<file path="src/rtl/supply_reset_pkg.sv">
package supply_reset_pkg;

    // State kept by the pad edge tracker.
    typedef struct packed {
        logic prev;      // filtered pad level in the previous cycle
        logic echo;      // a fall caused by our own drive is still expected
        logic rst_prev;  // reset state in the previous cycle
    } pad_track_t;

    // Counter width able to hold values 0 .. n-1 (at least one bit).
    function automatic int unsigned cnt_width(input int unsigned n);
        return (n > 1) ? $clog2(n) : 1;
    endfunction

endpackage

</file>
<file path="src/rtl/srt_glitch_filter.sv">
module srt_glitch_filter #(
    parameter int unsigned STABLE_CYCLES = 4,
    parameter logic        INIT_LEVEL    = 1'b0
) (
    input  logic clk,
    input  logic arst_n,
    input  logic raw_i,
    output logic level_o
);
    import supply_reset_pkg::*;

    localparam int unsigned CW = cnt_width(STABLE_CYCLES);
    localparam logic [CW-1:0] LAST = CW'(STABLE_CYCLES - 1);

    typedef struct packed {
        logic          level;
        logic [CW-1:0] cnt;
    } filt_t;

    filt_t st_q, st_d;

    always_comb begin
        st_d = st_q;
        if (raw_i == st_q.level) begin
            st_d.cnt = '0;
        end else if (st_q.cnt == LAST) begin
            st_d.level = raw_i;
            st_d.cnt   = '0;
        end else begin
            st_d.cnt = st_q.cnt + CW'(1);
        end
    end

    always_ff @(posedge clk or negedge arst_n) begin
        if (!arst_n) begin
            st_q.level <= INIT_LEVEL;
            st_q.cnt   <= '0;
        end else begin
            st_q <= st_d;
        end
    end

    assign level_o = st_q.level;
endmodule

</file>
<file path="src/rtl/srt_pad_edge.sv">
module srt_pad_edge (
    input  logic clk,
    input  logic arst_n,
    input  logic level_i,
    input  logic rst_active_i,
    output logic fall_o
);
    import supply_reset_pkg::*;

    pad_track_t st_q, st_d;
    logic       rst_rise;

    assign rst_rise = rst_active_i & ~st_q.rst_prev;

    always_comb begin
        st_d          = st_q;
        st_d.prev     = level_i;
        st_d.rst_prev = rst_active_i;
        if (!rst_active_i) begin
            st_d.echo = 1'b0;
        end else if (rst_rise && level_i) begin
            st_d.echo = 1'b1;
        end else if (!level_i) begin
            st_d.echo = 1'b0;
        end
    end

    always_ff @(posedge clk or negedge arst_n) begin
        if (!arst_n) begin
            st_q.prev     <= 1'b1;
            st_q.echo     <= 1'b1;
            st_q.rst_prev <= 1'b1;
        end else begin
            st_q <= st_d;
        end
    end

    assign fall_o = st_q.prev & ~level_i & ~st_q.echo;
endmodule

</file>
<file path="src/rtl/srt_hold_timer.sv">
module srt_hold_timer #(
    parameter int unsigned HOLD_CYCLES = 40
) (
    input  logic clk,
    input  logic arst_n,
    input  logic hold_i,
    input  logic restart_i,
    output logic active_o
);
    import supply_reset_pkg::*;

    localparam int unsigned CW = cnt_width(HOLD_CYCLES);
    localparam logic [CW-1:0] LAST = CW'(HOLD_CYCLES - 1);

    typedef struct packed {
        logic          active;
        logic [CW-1:0] cnt;
    } tmr_t;

    tmr_t st_q, st_d;

    always_comb begin
        st_d = st_q;
        if (hold_i || restart_i) begin
            st_d.active = 1'b1;
            st_d.cnt    = '0;
        end else if (st_q.active) begin
            if (st_q.cnt == LAST) begin
                st_d.active = 1'b0;
                st_d.cnt    = '0;
            end else begin
                st_d.cnt = st_q.cnt + CW'(1);
            end
        end
    end

    always_ff @(posedge clk or negedge arst_n) begin
        if (!arst_n) begin
            st_q.active <= 1'b1;
            st_q.cnt    <= '0;
        end else begin
            st_q <= st_d;
        end
    end

    assign active_o = st_q.active;
endmodule

</file>
<file path="src/rtl/supply_reset_seq.sv">
module supply_reset_seq #(
    parameter int unsigned HOLD_CYCLES        = 10_000_000,
    parameter int unsigned SUPPLY_FILT_CYCLES = 2,
    parameter int unsigned PAD_FILT_CYCLES    = 5
) (
    input  logic clk,
    input  logic arst_n,
    input  logic supply_low_i,
    input  logic mr_pin_i,
    output logic rst_no,
    output logic rst_o,
    output logic mem_inhibit_o
);
    logic supply_level;
    logic pad_level;
    logic pad_fall;
    logic rst_active;

    srt_glitch_filter #(
        .STABLE_CYCLES(SUPPLY_FILT_CYCLES),
        .INIT_LEVEL   (1'b1)
    ) supply_filt_i (
        .clk    (clk),
        .arst_n (arst_n),
        .raw_i  (supply_low_i),
        .level_o(supply_level)
    );

    srt_glitch_filter #(
        .STABLE_CYCLES(PAD_FILT_CYCLES),
        .INIT_LEVEL   (1'b1)
    ) pad_filt_i (
        .clk    (clk),
        .arst_n (arst_n),
        .raw_i  (mr_pin_i),
        .level_o(pad_level)
    );

    srt_pad_edge pad_edge_i (
        .clk         (clk),
        .arst_n      (arst_n),
        .level_i     (pad_level),
        .rst_active_i(rst_active),
        .fall_o      (pad_fall)
    );

    srt_hold_timer #(
        .HOLD_CYCLES(HOLD_CYCLES)
    ) timer_i (
        .clk      (clk),
        .arst_n   (arst_n),
        .hold_i   (supply_level),
        .restart_i(pad_fall),
        .active_o (rst_active)
    );

    assign rst_o         = rst_active;
    assign rst_no        = ~rst_active;
    assign mem_inhibit_o = rst_active;
endmodule

</file>
<file path="config.mk">
export PLATFORM = sky130hd
export DESIGN_NAME = supply_reset_seq
export DESIGN_NICKNAME = d
export VERILOG_FILES = /design/src/rtl/supply_reset_pkg.sv /design/src/rtl/srt_glitch_filter.sv /design/src/rtl/srt_pad_edge.sv /design/src/rtl/srt_hold_timer.sv /design/src/rtl/supply_reset_seq.sv
export SDC_FILE = /design/constraint.sdc
export NUM_CORES = 1
export LEC_CHECK = 0
export ABC_AREA = 1
export BUFFER_PORTS_ARGS = -buffer_cell sky130_fd_sc_hd__clkbuf_2
export CAP_MARGIN = 15
export CORE_ASPECT_RATIO = 1.2
export CORE_UTILIZATION = 64
export CTS_BUF_LIST = sky130_fd_sc_hd__clkbuf_4
export DETAILED_ROUTE_END_ITERATION = 6
export PLACE_DENSITY = 0.88
export SLEW_MARGIN = 20
export SYNTH_ARGS = -nofsm -noshare
export SYNTH_HDL_FRONTEND = slang
export SYNTH_SLANG_ARGS = --single-unit
</file>
<file path="constraint.sdc">
create_clock -name clk -period 1.7 [get_ports clk]
set_clock_uncertainty 0.05 [all_clocks]
set_input_delay 0.34 -clock clk [delete_from_list [all_inputs] [get_ports clk]]
set_output_delay 0.34 -clock clk [all_outputs]
set_load 0.005 [all_outputs]
</file>
---- After elaboration in Yosys (flattened, before gate mapping) ----
Index checks and enable logic that the tools add are counted.
word-level totals
  word-level logic and storage cells ...... 42
  input bits .............................. 4
  bits in registers ....................... 34
  output and inout bits ................... 3
cells by class
  reductions and logical operators ........ 5
  equal/unequal tests ..................... 5
  bitwise gates (word level) .............. 9
  muxes and demuxes ....................... 11
  add/subtract/negate cells ............... 3
operators by type and width
  kind                   number
  $mux 25                2
  $add 24x1->24 const B  1
  $eq 24x24->1 const B   1
  $mux 24                1
  $mux 1                 6
  $mux 3                 2
  $not 1->1              6
  $reduce_and 2->1       2
  $add 3x1->3 const B    1
  $and 1x1->1            3
  $eq 3x3->1 const B     1
  $ne 3x3->1 const B     1
  $eq 1x1->1             2
  $reduce_bool 2->1      1
  $add 1x1->1 const B    1
  $logic_and 1x1->1      1
  $logic_or 1x1->1       1

---- Depth between registers and ports, before layout ----
Gate-level depths: netlist of run 1.
  word-level depth ........................ 5
  depth in mapped cells ................... 10

---- Hierarchy ----
From an unflattened synthesis of run 1, not the netlist that was laid out.
unflattened totals
  cell total of the unflattened synthesis .. 276
  area, all modules ....................... 1,990.7 µm²
by module, submodules not included
  module                              area an instance (µm²)  times used  cells each
  srt_hold_timer                      1,582.8                 1           231
  srt_glitch_filter at pad_filt_i     210.2                   1           25
  srt_pad_edge                        102.6                   1           8
  srt_glitch_filter at supply_filt_i  83.8                    1           10
  supply_reset_seq                    11.3                    1           2

---- Least setup slack after synthesis of run 1 ----
OpenSTA, ideal clock, no wires.
  kind .................................... reg-to-reg
  from .................................... reg timer_i.st_q[0] in the netlist's numbering
  to ...................................... reg timer_i.st_q[19] in the netlist's numbering
  setup time .............................. 65 ps
  path buffers ............................ 0
  arrival time ............................ 1,414 ps
  clock period less this slack ............ 1,529 ps
  path slack .............................. 171 ps
  cell stages (with the launch flop) ...... 11
  cells stage by stage .................... dfrtp_1 > ha_1 > nand2_1 > inv_1 > nand3_1 > nor2_1 > nand2_1 > nand2_2 > nor2_4 > nand3_1 > nand2_1
on the way
  longest elaborated chain between the ends .. 4
  elaborated cells on any way between the ends .. 5
  classes of those cells .................. add/sub (1); eq/ne (1); mux (3)
RTL lines
  element                                        RTL line                                    source
  from (decl)                                    srt_hold_timer.sv:20                        tmr_t st_q, st_d;
  from (signal assigned)                         srt_hold_timer.sv:42                        st_q <= st_d;
  $add 24x1->24 or $eq 24x24->1 (tied branches)  srt_hold_timer.sv:32, srt_hold_timer.sv:28
  $mux 24 *                                      srt_hold_timer.sv:28                        if (st_q.cnt == LAST) begin
  $mux 25 *                                      srt_hold_timer.sv:27                        end else if (st_q.active) begin
  $mux 25 *                                      srt_hold_timer.sv:24                        if (hold_i || restart_i) begin
Every way passes the cells marked *; elsewhere a longest branch is shown, timed or not. The select of a mux whose other input is x is not followed.
A chain may end at the register's enable or synchronous reset.

---- Worst setup path after layout of run 1 ----
  from .................................... reg timer_i.st_q, in the netlist timer_i.active_o
  to ...................................... out rst_no
on the way
  longest elaborated chain between the ends .. 1
RTL lines
  element    RTL line                source
  $not 1->1  supply_reset_seq.sv:58  assign rst_no = ~rst_active;
  to (decl)  supply_reset_seq.sv:10  output logic rst_no,
No other way between the ends.

==> results of run 1 <==
-- what timing repair did --
action,CTS,global route
setup buffers,0,4
pin swaps,1,2
hold buffers,1,0
endpoints found under the setup margin,7,20
endpoints found under the hold margin,15,0
gates cloned,0,0
resized for setup,1,11
-- stage by stage --
stage	setup slack (ps)	instance area, sq um	instances	total power, mW
floorplan	171	2070	289	1.37
global placement	101	2210	338	1.59
detailed placement	17.9	2210	338	1.62
CTS	1.58	2320	347	2.34
global route	-32.3	2400	351	2.52
finish	71.7	2400	351	2.41
-- synthesized netlist by cell type --
master / number / area share [%]
o21ai_0: 7 / 1.7
o22ai_1: 3 / 0.91
nor2_2: 6 / 1.8
nand2_2: 5 / 1.5
ha_1: 3 / 1.8
nor2_4: 4 / 2.2
a211oi_1: 1 / 0.36
inv_2: 3 / 0.55
nand3_2: 1 / 0.48
xor2_1: 3 / 1.3
dfstp_2: 6 / 7.6
nor3_1: 5 / 1.2
nand4_1: 11 / 3.3
nand2_1: 86 / 16
o21ai_1: 7 / 1.7
dfrtp_1: 28 / 34
nor2_1: 36 / 6.5
nand3_1: 25 / 6.1
buf_4: 3 / 1.1
o41ai_1: 1 / 0.42
xnor2_1: 4 / 1.7
inv_1: 37 / 6.7
o21bai_1: 4 / 1.5
-- state kept, by name, summed over array words and instances (netlist names) --
name,count
timer_i.st_q,24
pad_edge_i.st_q,3
pad_filt_i.st_q,3
pad_filt_i.level_o,1
supply_filt_i.level_o,1
supply_filt_i.st_q,1
timer_i.active_o,1
-- layout by cell type, fill, tap and decap left out, drive strengths merged, types with 2 or more instances in the layout --
master   n
ha       3
xor2     3
inv     40
buf     14
o21bai   4
o21ai   14
nor3     5
o22ai    3
nor2    46
nand3   26
nand4   11
clkbuf  11
dfstp    6
nand2   91
bufinv   2
dfrtp   28
xnor2    4
-- worst max path at each step --
stage	from	to	cells past startpoint
after floorplan	timer_i.st_q[0]	timer_i.st_q[19]	10
after global placement	pad_filt_i.level_o	timer_i.st_q[5]	8
after detailed placement	timer_i.st_q[1]	timer_i.st_q[16]	10
after CTS	timer_i.st_q[1]	timer_i.st_q[16]	10
after global routing	timer_i.st_q[0]	timer_i.st_q[22]	10
final	timer_i.active_o	rst_no	2
-- layout make-up --
class / instances / area [sq um]
fillers: 198 / 656
flip-flops and latches: 34 / 858
clock buffers: 5 / 37.5
inverters: 40 / 150
well taps: 36 / 45.0
repair buffers: 21 / 158
clock inverters: 3 / 63.8
multi-input cells: 212 / 1090
-- power by group through the flow --
| stage | Sequential, mW | Clock, mW | Combinational [mW] |
|---|---|---|---|
| final | 1.02 | 0.748 | 0.642 |
| after global routing | 1.03 | 0.791 | 0.699 |
| after CTS | 1.01 | 0.745 | 0.590 |
| after detailed placement | 1.02 | 0 | 0.592 |
| after global placement | 1.02 | 0 | 0.568 |
| after floorplan | 1.02 | 0 | 0.353 |
-- layer usage --
metal	vias up	global-route usage (%)	wire, um
met5	-	0	0
met2	44	49.1	2240
met3	19	6.43	198
met1	884	39.8	2080
met4	0	14.1	169
li1	969	-	-
-- cells by family after synthesis --
logic type | Yosys count | share of synthesized area [%]
AOI/OAI and AO/OA | 23 | 6.54
xor gates and xnor gates | 7 | 2.97
adders and majority gates | 3 | 1.82
buffers and inverters | 43 | 8.36
DFF | 34 | 41.6
and+or+nand+nor | 179 | 38.8
-- worst max-delay path: stages, from the launching register on --
cell,delay [ps]
dfstp_2,640
inv_1,120
clkbuf_2,130
==> reports/metrics.yaml, run 1 <==
antenna_cells: 0
first_iter_violations: 75
rsz0062_at_grt: "true"
hold_slack_ps: 168
holdPathEnd: "supply_filt_i.level_o"
ys_warn_count: 0
r2r_end: "timer_i.st_q[19]"
p_switching_mw: 0.766
min_path_type: "in -> reg"
regToRegSetupSlack_ps: 80
grt_max_degree: 20
hold_viol_final: 0
setup_violations: 0
synth_cell_types: 23
rows: 22
hold_start: "supply_low_i"
coreArea_sq_um: 3060
clock_latency_ps: 350
synth-seq-cells: 34
firstDrtPassIters: 4
die_h_um: 64.2
antenna_left: 0
p_int_mw: 1.64
drive_gt1_share_pct: 19.0
critical_path_class: "reg -> out"
vdd_drop_max_mv: 1.03
netlist_instances: 289
htree_num_levels: 2
area_delta_synth_final_pct: 16.2
avgSynthCellArea_sq_um: 7.15
ioPinCount: 7
power_density_nw_per_um2: 1000
start_util_pct: 67.6
post-route-util_pct: 78.5
slew_headroom_pct: 69.6
gp_congestion: 0.946
remaining_drc_errors: 0
dieArea_sq_um: 3460
required_ps: 1310
cp.arrival_ps: 1240
crit_path_start_kind: "flip-flop"
seqPwrFrac_pct: 42.3
status: "finished clean"
ys_seq_area_share_pct: 41.6
period_minus_slack_ps: 1630
end_kind: "output pin"
pwr-share-clk_pct: 31.0
grt_pass1_vias: 1818
cts.path.max_buffers: 2
die_x_um: 53.9
finalMaxSlewViolations: 0
antenna_found_initial: 0
nets: 321
cts.sinks: 34
final.setup.tns_ps: 0
swShare_pct: 31.8
cellLeakagePower_nw: 1.08
tightest_slew_ps: 452
syn_nets: 296
fmax_mhz: 614
cts_buffers: 5
avgRoutedWirePerCell_um: 13.4
overflow: 0
rr_startpoint: "timer_i.st_q[1]"
drt_wl_total_um: 4690
grtUsageTotal_pct: 31.1
cp_max_fo: 7
clkSlewWorstSetupHoldPaths_ps: 110
place_hpwl_um: 3390
min_path_cells: 3
period_share_pct: 95.8
grt_pass1_wl_um: 7760
ff2ff_path_depth: 10
cts_tree: "yes"
vias_per_cell: 5.46
vias: 1916
cap_violations: 0
port_buffers: 6
cts_root_buf: "clkbuf_4"
p_comb_share_pct: 26.7
synth_area_sq_um: 2070
(Power assumes the default switching activity.)
==> inputs of run 2 (changes only) <==
--- a/config.mk
+++ b/config.mk
@@ -10,7 +10,7 @@
 export CAP_MARGIN = 15
 export CORE_ASPECT_RATIO = 1.2
 export CORE_UTILIZATION = 64
-export CTS_BUF_LIST = sky130_fd_sc_hd__clkbuf_4
+export CTS_BUF_LIST = sky130_fd_sc_hd__clkbuf_8
 export DETAILED_ROUTE_END_ITERATION = 6
 export PLACE_DENSITY = 0.88
 export SLEW_MARGIN = 20
==> run 2 against run 1 <==
Global-route usage up 3.1 points. Largest power group unchanged. Largest cell class unchanged. Critical path type is now reg -> reg. Clock power up 26%. Register-to-register slack worse by 70 ps. Non-clock buffer count up 2. Highest routed layer unchanged.
==> reports/metrics.yaml, run 2 (synthesis gave the netlist of run 1 again) <==
status: "finished clean"
grt_max_degree: 20  # unchanged
cts_buffers: 5  # unchanged
timing.critical_path.from: "timer_i.st_q[6]"
area_delta_synth_final_pct: 19.1
antenna_found_initial: 0  # unchanged
setup_violations: 0  # unchanged
seqPwrFrac_pct: 37.8  # -4.5 points
antenna_left: 0  # unchanged
cts_root_buf: "clkbuf_8"
clkSlewWorstSetupHoldPaths_ps: 70  # -40 ps
cp_max_fo: 5  # -2
crit_path_start_kind: "flip-flop"
nets: 323  # +0.62%
hold_start: "supply_low_i"
fin_cells: 353  # +0.57%
layout_commonest_cell: "nand2_1"
min_path_type: "in -> reg"
coreArea_sq_um: 3060  # unchanged
vias: 2066  # +7.8%
overflow: 0  # unchanged
cap_violations: 0  # unchanged
hold_viol_final: 0  # unchanged
regMostFlops: "timer_i.st_q"
hold_slack_ps: 228  # +60.6 ps
gp_congestion: 0.946  # unchanged
cts.sinks: 34  # unchanged
antenna_cells: 0  # unchanged
htree_num_levels: 2  # unchanged
first_iter_violations: 157  # +110%
drt_wl_total_um: 5640  # +20%
grtUsageTotal_pct: 34.2  # +3.1 points
die_x_um: 53.9  # unchanged
period_minus_slack_ps: 1690  # +66.4 ps
rr_startpoint: "timer_i.st_q[6]"
avgRoutedWirePerCell_um: 16.0  # +20%
path_common_cell: "nand2_1"
pwr-share-clk_pct: 35.3  # +4.3 points
place_hpwl_um: 3390  # unchanged
vdd_drop_max_mv: 1.07  # +4.1%
rows: 22  # unchanged
swShare_pct: 30.6  # -1.2 points
remaining_drc_errors: 0  # unchanged
drive_gt1_share_pct: 20.8  # +1.8 points
critical_path_class: "reg -> reg"
finalMaxSlewViolations: 0  # unchanged
slowest_delay_ps: 470  # -170 ps
critPathSlowestCell: "dfrtp_1"
p_int_mw: 1.86  # +13%
ioPinCount: 7  # unchanged
cellLeakagePower_nw: 1.10  # +2.3%
cts_tree: "yes"
start_util_pct: 67.6  # unchanged
firstDrtPassIters: 7  # +3
vias_per_cell: 5.85  # +7.2%
grt_pass1_wl_um: 8340  # +7.5%
top_regs: "timer_i.st_q x24, pad_edge_i.st_q x3, pad_filt_i.st_q x3"
p_switching_mw: 0.819  # +7.0%
slew_headroom_pct: 69.2  # -0.45 points
cp_cell_sequence: "nand2_1 -> nor3_1 -> nand2_1 -> nor2_4 -> nand3_1 -> nand3_2 -> nand2_1"
dp_cells: 338  # unchanged
cts.path.max_buffers: 2  # unchanged
largest_reg_flops: 24  # unchanged
tightest_slew_ps: 459  # +6.64 ps
period_share_pct: 99.7  # +3.9 points
cp.arrival_ps: 1830  # +590 ps
grt_pass1_vias: 1935  # +6.4%
die_h_um: 64.2  # unchanged
end_kind: "flip-flop"
clock_latency_ps: 300  # -50 ps
layout_common_cells: "nand2_1, inv_1, nor2_1"
p_comb_share_pct: 26.8  # about the same
port_buffers: 6  # unchanged
dieArea_sq_um: 3460  # unchanged
required_ps: 1830  # +520 ps
power_density_nw_per_um2: 1090  # +8.3%
fin_area_sq_um: 2460  # +2.5%
placed_cell_area_sq_um: 2210  # unchanged
fmax_mhz: 590  # -3.9%
[run 2: cell count changes in the layout (fill, tap and decap cells not counted), sizes merged]
cell    delta
buf        +2
clkinv     -1
clkbuf     +1
[run 2: layout make-up]
class                   instances  area [sq um]
multi-input cells             212          1080
flip-flops and latches         34           861
inverters                      40           150
fillers                       176           596
well taps                      36          45.0
repair buffers                 23           176
clock inverters                 2          60.1
clock buffers                   6          82.6
[run 2: final timing paths]
path / to / slack, ps / depth (start not counted)
hold / removal: supply_filt_i.level_o / 230 / 3
hold reg to reg: pad_edge_i.st_q[2] / 330 / 0
min in group asynchronous: timer_i.st_q[4] / 470 / 2
max in group asynchronous: pad_edge_i.st_q[0] / 590 / 3
setup reg to reg: timer_i.st_q[16] / 5 / 7
setup / recovery: timer_i.st_q[16] / 5 / 7
[run 2: timing repair]
item                                   in CTS  in global routing
gates resized for setup                     3                 14
pin swaps                                   1                  5
setup endpoints to repair                   1                 14
endpoints found under the hold margin      15                  0
hold buffers                                1                  0
buffers inserted                            3                  3
[run 2: power groups by stage]
stage               Sequential, mW  Combinational, mW  Clock, mW
floorplan                     1.02              0.353          0
global placement              1.02              0.568          0
detailed placement            1.02              0.592          0
CTS                           1.01              0.678      0.954
global route                  1.02              0.764      0.979
finish                        1.01              0.718      0.946
[run 2: metrics by stage]
| step | TNS, ps | util, % | total power [mW] | worst slack, ps |
|---|---|---|---|---|
| after global routing | -267 | 80.5 | 2.77 | -45.1 |
| after CTS | 0 | 78.3 | 2.64 | 3.62 |
| after global placement | 0 | 72.2 | 1.59 | 101 |
| after floorplan | 0 | - | 1.37 | 171 |
| after detailed placement | 0 | 72.2 | 1.62 | 17.9 |
| final | 0 | 80.5 | 2.68 | 5.33 |
[run 2: layer usage]
metal / GRT usage (%) / vias up / part of all wire [%]
met5: 0 / - / 0
met4: 20.1 / 0 / 6.1
met3: 7.62 / 43 / 7.4
met2: 55.1 / 118 / 50
met1: 40.0 / 930 / 36
li1: - / 975 / -
[run 2: critical path: cells and delay by family (launching register included)]
family        cells  cell delay (ps)
flops             1              470
simple gates      7             1070
==> inputs of run 3 (changes only) <==
--- a/config.mk
+++ b/config.mk
@@ -9,10 +9,11 @@
 export BUFFER_PORTS_ARGS = -buffer_cell sky130_fd_sc_hd__clkbuf_2
 export CAP_MARGIN = 15
 export CORE_ASPECT_RATIO = 1.2
-export CORE_UTILIZATION = 64
+export CORE_MARGIN = 2
+export CORE_UTILIZATION = 30
 export CTS_BUF_LIST = sky130_fd_sc_hd__clkbuf_8
 export DETAILED_ROUTE_END_ITERATION = 6
-export PLACE_DENSITY = 0.88
+export PLACE_DENSITY = 0.5
 export SLEW_MARGIN = 20
 export SYNTH_ARGS = -nofsm -noshare
 export SYNTH_HDL_FRONTEND = slang
==> run 3 against run 2 <==
Largest power group unchanged. Die area is 120% higher. Count of clock-buffer cells in the layout is the same. Register-to-register slack improved by 100 ps. Critical path depth up 4. Design area increased by 1.5%. Largest cell class unchanged. Utilization is 44 points lower.
==> reports/metrics.yaml, run 3 (synthesis gave the netlist of run 1 again) <==
status: "finished clean"
period_share_pct: 93.7  # -6.0 points
first_iter_violations: 141  # -10%
avgRoutedWirePerCell_um: 13.3  # -17%
cts.sinks: 34  # unchanged
die_h_um: 94.9  # +48%
largest_reg_flops: 24  # unchanged
r2r_end: "timer_i.st_q[10]"
cp_cell_sequence: "ha_2 -> nand2_2 -> inv_2 -> nand3_4 -> nor2_4 -> nand2_2 -> nand2_2 -> nor2_4 -> buf_12 -> nor2_4 -> nor2_1"
layout_common_cells: "nand2_1, inv_1, nor2_1"
power_density_nw_per_um2: 924  # -15%
setup_violations: 0  # unchanged
die_x_um: 79.8  # +48%
remaining_drc_errors: 0  # unchanged
htree_num_levels: 2  # unchanged
cts_hold_buf: 0  # -1
cp.arrival_ps: 1720  # -110 ps
cp_max_fo: 8  # +3
period_minus_slack_ps: 1590  # -102 ps
cts_root_buf: "clkbuf_8"
antenna_left: 0  # unchanged
crit_path_start_kind: "flip-flop"
clock_latency_ps: 300  # about the same
slowest_delay_ps: 370  # -100 ps
finalMaxSlewViolations: 0  # unchanged
drt_wl_total_um: 5380  # -4.6%
slew_headroom_pct: 69.8  # +0.66 points
grt_pass1_wl_um: 9160  # +9.8%
regMostFlops: "timer_i.st_q"
register_area_sq_um: 867  # +0.73%
top_regs: "timer_i.st_q x24, pad_edge_i.st_q x3, pad_filt_i.st_q x3"
cap_violations: 0  # unchanged
vias_per_cell: 4.78  # -18%
hold_slack_ps: 23.7  # -205 ps
antenna_cells: 0  # unchanged
critical_path_class: "reg -> reg"
dp_cells: 388  # +15%
place_hpwl_um: 3980  # +17%
multiInputGateArea_sq_um: 1100  # +1.6%
antenna_found_initial: 0  # unchanged
area_delta_synth_final_pct: 20.9
clkSlewWorstSetupHoldPaths_ps: 80  # about the same
dieArea_sq_um: 7570  # +120%
port_buffers: 6  # unchanged
firstDrtPassIters: 4  # -3
worst_path_dominant_cell_family: "simple AND/OR/NAND/NOR gates"
vias: 1934  # -6.4%
ioPinCount: 7  # unchanged
ff2ff_path_depth: 11  # +4
coreArea_sq_um: 6770  # +120%
nets: 324  # +0.31%
start_util_pct: 30.5  # -37 points
critPathSlowestCell: "dfrtp_1"
required_ps: 1830  # about the same
cts_buffers: 5  # unchanged
tightest_slew_ps: 453  # -6.37 ps
layout_commonest_cell: "nand2_1"
end_kind: "flip-flop"
overflow: 0  # unchanged
drive_gt1_share_pct: 25.5  # +4.7 points
fillCellCount: 748  # +330%
cts_tree: "yes"
grt_max_degree: 35  # +75%
cts.path.max_buffers: 2  # unchanged
regToRegSetupSlack_ps: 110  # +100 ps
cellLeakagePower_nw: 1.08  # -1.9%
hold_viol_final: 0  # unchanged
grt_pass1_vias: 1907  # -1.4%
grtUsageTotal_pct: 15.8  # -18 points
min_path_type: "in -> async"
vdd_drop_max_mv: 0.532  # -50%
gp_congestion: 0.885  # -6.4%
fmax_mhz: 628  # +6.4%
critPathBufInv: 2  # +2
rows: 33  # +50%
rr_startpoint: "timer_i.st_q[1]"
fin_cells: 405  # +15%
run 3: where the power goes:
part | leakage, nW | internal (mW) | switching [mW] | total (mW)
sequential | 0.436 | 0.940 | 0.0731 | 1.01
clock | 0.0524 | 0.321 | 0.310 | 0.631
combinational | 0.593 | 0.272 | 0.391 | 0.663
total | 1.08 | 1.53 | 0.773 | 2.31
run 3: cell type report:
cell class / count / share of cell area (%)
clock inverters: 2 / 0.351
flip-flops and latches: 34 / 34.7
well taps: 87 / 4.36
multi-input cells: 212 / 44.1
inverters: 40 / 6.01
repair buffers: 24 / 7.11
clock buffers: 6 / 3.31
run 3: metrics by stage:
step                cell area, sq um  setup WS [ps]  utilization (%)  total power, mW  TNS [ps]
floorplan                       2070            171                -             1.37         0
global placement                2250           47.3             33.2             1.60         0
detailed placement              2250           31.4             33.2             1.60         0
CTS                             2340           14.9             34.6             2.24         0
global route                    2500          -17.9             36.9             2.44     -39.7
finish                          2500            108             36.9             2.31         0
run 3: worst max-delay path by stage:
stage | slack [ps] | to | from | cells after the start
2_1_floorplan | 170 | timer_i.st_q[19] | timer_i.st_q[0] | 10
6_report | 110 | timer_i.st_q[10] | timer_i.st_q[1] | 11
3_3_place_gp | 50 | timer_i.st_q[19] | timer_i.st_q[0] | 10
4_1_cts | 10 | timer_i.st_q[16] | timer_i.st_q[0] | 10
5_1_grt | -20 | timer_i.st_q[10] | timer_i.st_q[17] | 11
3_5_place_dp | 30 | timer_i.st_q[16] | timer_i.st_q[0] | 10
run 3: timing repair:
item / CTS / global route
resized for setup: 0 / 29
setup buffers: 0 / 9
endpoints found under the setup margin: 0 / 22
run 3: layer usage:
metal | share of wire, % | vias to the layer above | GRT usage, %
li1 | - | 972 | -
met1 | 44 | 914 | 19.0
met2 | 51 | 36 | 27.5
met3 | 3.0 | 12 | 2.49
met4 | 2.7 | 0 | 7.20
met5 | 0 | - | 0
run 3: worst reg2reg max path, cell delays in order, from the launching register on:
cell	delay [ps]
dfrtp_1	370
ha_2	190
nand2_2	60
inv_2	80
nand3_4	80
nor2_4	90
nand2_2	80
nand2_2	100
nor2_4	50
buf_12	130
nor2_4	130
nor2_1	50
